### config.mk
export PLATFORM = sky130hd
export DESIGN_NAME = csa_adder
export DESIGN_NICKNAME = d
export VERILOG_FILES = /design/src/rtl/csa_pkg.sv /design/src/rtl/csa_bit_cell.sv /design/src/rtl/csa_skip_block.sv /design/src/rtl/csa_ovf_detect.sv /design/src/rtl/csa_adder.sv
export SDC_FILE = /design/constraint.sdc
export NUM_CORES = 1
export LEC_CHECK = 0
export CORE_MARGIN = 8
export CORE_UTILIZATION = 39
export DETAILED_ROUTE_END_ITERATION = 8
export GPL_TIMING_DRIVEN = 0
export PLACE_DENSITY = 0.89
export SLEW_MARGIN = 20
export SYNTH_ARGS = -nofsm -noshare
export SYNTH_HDL_FRONTEND = slang
export SYNTH_SLANG_ARGS = --single-unit
### constraint.sdc
create_clock -name vclk -period 19.8
set_input_delay 2.97 -clock vclk [all_inputs]
set_output_delay 2.97 -clock vclk [all_outputs]
set_load 0.01 [all_outputs]
### src/rtl/csa_pkg.sv
package csa_pkg;
    localparam int unsigned LEN_BITS = 8;

    typedef struct packed {
        logic prop;
        logic gen;
    } pg_t;
endpackage

### src/rtl/csa_bit_cell.sv
module csa_bit_cell
    import csa_pkg::*;
(
    input  logic a_i,
    input  logic b_i,
    input  logic c_i,
    output logic s_o,
    output logic c_o,
    output logic p_o
);
    pg_t pg;

    always_comb begin
        pg.prop = a_i ^ b_i;
        pg.gen  = a_i & b_i;
        s_o     = pg.prop ^ c_i;
        c_o     = pg.gen | (pg.prop & c_i);
        p_o     = pg.prop;
    end
endmodule

### src/rtl/csa_skip_block.sv
module csa_skip_block #(
    parameter int unsigned LEN = 6
) (
    input  logic [LEN-1:0] a_i,
    input  logic [LEN-1:0] b_i,
    input  logic           cin_i,
    output logic [LEN-1:0] sum_o,
    output logic           cout_o
);
    logic [LEN:0]   rip;
    logic [LEN-1:0] prop;
    logic           seg_prop;

    assign rip[0] = cin_i;

    for (genvar i = 0; i < LEN; i++) begin : g_cell
        csa_bit_cell u_cell (
            .a_i (a_i[i]),
            .b_i (b_i[i]),
            .c_i (rip[i]),
            .s_o (sum_o[i]),
            .c_o (rip[i+1]),
            .p_o (prop[i])
        );
    end

    assign seg_prop = &prop;
    assign cout_o   = seg_prop ? cin_i : rip[LEN];
endmodule

### src/rtl/csa_ovf_detect.sv
module csa_ovf_detect (
    input  logic a_msb_i,
    input  logic b_msb_i,
    input  logic s_msb_i,
    input  logic c_out_i,
    output logic ovf_o
);
    logic c_into_msb;

    assign c_into_msb = s_msb_i ^ a_msb_i ^ b_msb_i;
    assign ovf_o      = c_into_msb ^ c_out_i;
endmodule

### src/rtl/csa_adder.sv
module csa_adder #(
    parameter int unsigned WIDTH   = 24,
    parameter int unsigned NBLK    = 4,
    parameter logic [NBLK*csa_pkg::LEN_BITS-1:0] BLK_LEN = {8'd6, 8'd6, 8'd6, 8'd6}
) (
    input  logic [WIDTH-1:0] a_i,
    input  logic [WIDTH-1:0] b_i,
    input  logic             cin_i,
    output logic [WIDTH-1:0] sum_o,
    output logic             cout_o,
    output logic             ovf_o
);
    localparam int unsigned LB = csa_pkg::LEN_BITS;

    function automatic int unsigned seg_base(input int unsigned k);
        int unsigned acc = 0;
        for (int unsigned j = 0; j < k; j++) acc += int'(BLK_LEN[j*LB +: LB]);
        return acc;
    endfunction

    localparam int unsigned TOTAL = seg_base(NBLK);

    if (TOTAL != WIDTH) begin : g_bad_partition
        $error("csa_adder: segment lengths do not add up to WIDTH");
    end

    logic [NBLK:0] seg_c;
    assign seg_c[0] = cin_i;

    for (genvar k = 0; k < NBLK; k++) begin : g_seg
        localparam int unsigned LO  = seg_base(k);
        localparam int unsigned LEN = int'(BLK_LEN[k*LB +: LB]);

        csa_skip_block #(.LEN(LEN)) u_seg (
            .a_i    (a_i[LO +: LEN]),
            .b_i    (b_i[LO +: LEN]),
            .cin_i  (seg_c[k]),
            .sum_o  (sum_o[LO +: LEN]),
            .cout_o (seg_c[k+1])
        );
    end

    assign cout_o = seg_c[NBLK];

    csa_ovf_detect u_ovf (
        .a_msb_i (a_i[WIDTH-1]),
        .b_msb_i (b_i[WIDTH-1]),
        .s_msb_i (sum_o[WIDTH-1]),
        .c_out_i (seg_c[NBLK]),
        .ovf_o   (ovf_o)
    );
endmodule

==> impl_metrics.prom <==
# TYPE chip_impl_metric gauge
chip_impl_metric{name="min_period_over_period",unit="%"} 89.1
chip_impl_metric{name="final_critical_path_required_period",unit="ps"} 17640
chip_impl_metric{name="dieHeight",unit="um"} 70.4
chip_impl_metric{name="drt_pass1_iterations",unit=""} 4
chip_impl_metric{name="tightest_slew",unit="ps"} 352
chip_impl_metric{name="max-cap-violations",unit=""} 0
chip_impl_metric{name="finalMaxSlewViolations",unit=""} 0
chip_impl_metric{name="syn-instance-count",unit=""} 108
chip_impl_metric{name="peak_supply_drop",unit="V"} 0.0000313
chip_impl_info{name="cp_common_cell",value="fa_1"} 1
chip_impl_info{name="synth.area.top_cells",value="fa_1 42%, ha_1 26%, buf_4 16%, inv_1 3.6%, nand2_1 2.3%"} 1
chip_impl_metric{name="detail_route.vias_per_cell",unit=""} 4.49
chip_impl_metric{name="drc_errors",unit=""} 0
chip_impl_info{name="synth_largest_area_cell",value="fa_1"} 1
chip_impl_metric{name="timing.final.hold_violations",unit=""} 0
chip_impl_metric{name="core_area",unit="sq um"} 2780
chip_impl_metric{name="critical-path-max-stage-delay",unit="ps"} 570
chip_impl_metric{name="static-leakage-power",unit="nW"} 0.874
chip_impl_metric{name="grt_overflow_total",unit=""} 0
chip_impl_info{name="hp-start",value="a_i[23]"} 1
chip_impl_metric{name="num-clock-buffers",unit=""} 0
chip_impl_metric{name="setup_tns_final",unit="ps"} 0
chip_impl_metric{name="initial_core_util",unit="%"} 41.6
chip_impl_metric{name="power",unit="mW"} 0.0756
chip_impl_metric{name="antenna_cells_inserted",unit=""} 0
chip_impl_metric{name="synth_to_final_area_change",unit="%"} 68.3
chip_impl_info{name="run_status",value="completed"} 1
chip_impl_metric{name="place.gp.congestion",unit=""} 0.724
chip_impl_info{name="timing.setup.critical_path_class",value="in2out"} 1
chip_impl_metric{name="rows",unit=""} 19
chip_impl_metric{name="synth_area",unit="sq um"} 1160
chip_impl_metric{name="crit_path_max_fanout",unit=""} 3
chip_impl_metric{name="holdPathStages",unit=""} 5
chip_impl_metric{name="p_comb_share",unit="%"} 100.0
chip_impl_metric{name="layout.nets",unit=""} 282
chip_impl_metric{name="timing.critical_path.required",unit="ps"} 16830
chip_impl_metric{name="cellInternalPower",unit="mW"} 0.0479
chip_impl_metric{name="totalWireLength",unit="mm"} 3.23
chip_impl_metric{name="floorplan.die.width",unit="um"} 70.4
chip_impl_info{name="critical-path-slowest-cell",value="clkdlybuf4s50_1"} 1
chip_impl_metric{name="synth.yosys.seq_area_share",unit="%"} 0
chip_impl_metric{name="yosys.area.top_type_share",unit="%"} 41.6
chip_impl_info{name="startpoint_type",value="input pin"} 1
chip_impl_metric{name="setup_viol",unit=""} 0
chip_impl_metric{name="io_pins",unit=""} 75
chip_impl_metric{name="starting_drc_count_in_detailed_routing",unit=""} 8
chip_impl_metric{name="grt_first_pass_wirelength",unit="mm"} 5.31
chip_impl_metric{name="hpwlAfterDp",unit="mm"} 3.13
chip_impl_metric{name="total_switching_power",unit="mW"} 0.0277
chip_impl_metric{name="number_of_sequential_storage_elements",unit=""} 0
chip_impl_metric{name="synth.distinct_cells",unit=""} 18
chip_impl_metric{name="yosysWarningCount",unit=""} 0
chip_impl_metric{name="syn_area_per_cell",unit="sq um"} 10.7
chip_impl_metric{name="cts_post_setup_buffers_inserted",unit=""} 0
chip_impl_metric{name="antenna_violations_before_repair",unit=""} 0
chip_impl_metric{name="power.share.sequential",unit="%"} 0
chip_impl_info{name="post_synth_most_frequent_cells",value="24 x buf_4, 24 x fa_1, 24 x ha_1"} 1
chip_impl_metric{name="detail-route-antenna-nets",unit=""} 0
chip_impl_metric{name="first_global_vias",unit=""} 1210
chip_impl_metric{name="switching_share",unit="%"} 36.6
chip_impl_metric{name="sequential_cell_area",unit="sq um"} 0
chip_impl_metric{name="total_nets_after_synthesis",unit=""} 205
chip_impl_metric{name="post_cts.resized_instances",unit=""} 0
chip_impl_metric{name="worstPathArrival",unit="ps"} 14670
chip_impl_metric{name="holdBufCountCts",unit=""} 0
chip_impl_metric{name="vias",unit=""} 960
chip_impl_metric{name="placement.io_buffers",unit=""} 75
chip_impl_metric{name="drive_gt1_share",unit="%"} 14.8
chip_impl_metric{name="clockPowerShare",unit="%"} 0
chip_impl_metric{name="drt-wirelength-per-cell",unit="um"} 15.1
chip_impl_info{name="timing.hold.worst.class",value="in2out"} 1
chip_impl_metric{name="maximum_number_of_pins_on_one_net_before_global_route_repair",unit=""} 4
chip_impl_info{name="holdPathEnd",value="ovf_o"} 1
chip_impl_info{name="grt_setup_unrepaired",value="no"} 1
chip_impl_info{name="cp-end-kind",value="primary output"} 1
chip_impl_metric{name="fmax",unit="MHz"} 56.7
chip_impl_metric{name="powerDensity",unit="nW/um^2"} 38.9
chip_impl_metric{name="die_area",unit="sq um"} 4960
chip_impl_metric{name="global_route.usage.total",unit="%"} 12.6
chip_impl_metric{name="worst_case_headroom_to_the_max_slew_limit",unit="%"} 76.3
## through the flow
step	instances	utilization (%)	area, sq um	worst slack [ps]	hold slack [ps]
after global placement	214	70.0	1950	2300	7160
after floorplan	108	-	1160	3660	6180
final	214	70.0	1950	2160	7200
after detailed placement	214	70.0	1950	2120	7220
after global routing	214	70.0	1950	1610	7280
after CTS	214	70.0	1950	2070	7220
## routing by layer
layer	track usage (%)	wire length [um]	share of wire [%]	vias to the layer above
li1	-	-	-	460
met1	12.8	1170	36	449
met2	25.1	1740	54	51
met3	4.10	327	10	0
met4	0	0	0	0
met5	0	0	0	-
## power groups by stage
stage                     Combinational, mW  Clock (mW)  Sequential, mW
after global placement               0.0737           0               0
after global routing                 0.0836           0               0
after detailed placement             0.0769           0               0
after floorplan                      0.0354           0               0
after CTS                            0.0774           0               0
final                                0.0756           0               0
## logic make-up (layout without fill, tap and decap cells)
kind of cell             count (synthesis)  after routing  synth area share (%)
AO/OA/AOI/OAI                            7              7                  4.55
XOR/XNOR                                 3              3                  2.27
adder cells (fa/ha/maj)                 48             48                  67.5
buffers and inverters                   35            110                  19.2
AND/OR/NAND/NOR                         15             15                  6.49
## worst max-delay path: cells and delay by family
kind	cells	cell delay, ps
XOR/XNOR	3	520
AO/OA/AOI/OAI	4	530
buffers and inverters	6	1320
AND/OR/NAND/NOR	1	120
adder cells (fa/ha/maj)	24	9220
## cell usage in the layout, fill, tap and decap left out, drive strengths merged
cell,instances
clkdlybuf4s50,75
buf,24
o21ai,2
nor2,2
a311oi,1
o21ba,1
nor3,1
xnor2,2
nand2,7
or3,2
o21bai,1
inv,11
nand4,3
fa,24
o22a,1
ha,24
a31oi,1
xor2,1
## layout make-up
type / instances / area (sq um)
Tap cell: 31 / 38.8
Fill cell: 226 / 836
Buffer: 24 / 180
Timing Repair Buffer: 75 / 751
Inverter: 11 / 41.3
Multi-Input combinational cell: 73 / 935
## worst max path at each step
stage / slack (ps) / start / cells after the start / to
2_1_floorplan: 3660 / a_i[0] / 36 / ovf_o
3_3_place_gp: 2300 / a_i[0] / 38 / ovf_o
3_5_place_dp: 2120 / b_i[0] / 38 / ovf_o
4_1_cts: 2070 / b_i[0] / 38 / ovf_o
5_1_grt: 1610 / b_i[0] / 38 / ovf_o
6_report: 2160 / b_i[0] / 38 / ovf_o
Note: power is estimated with default switching activity, not from simulation.
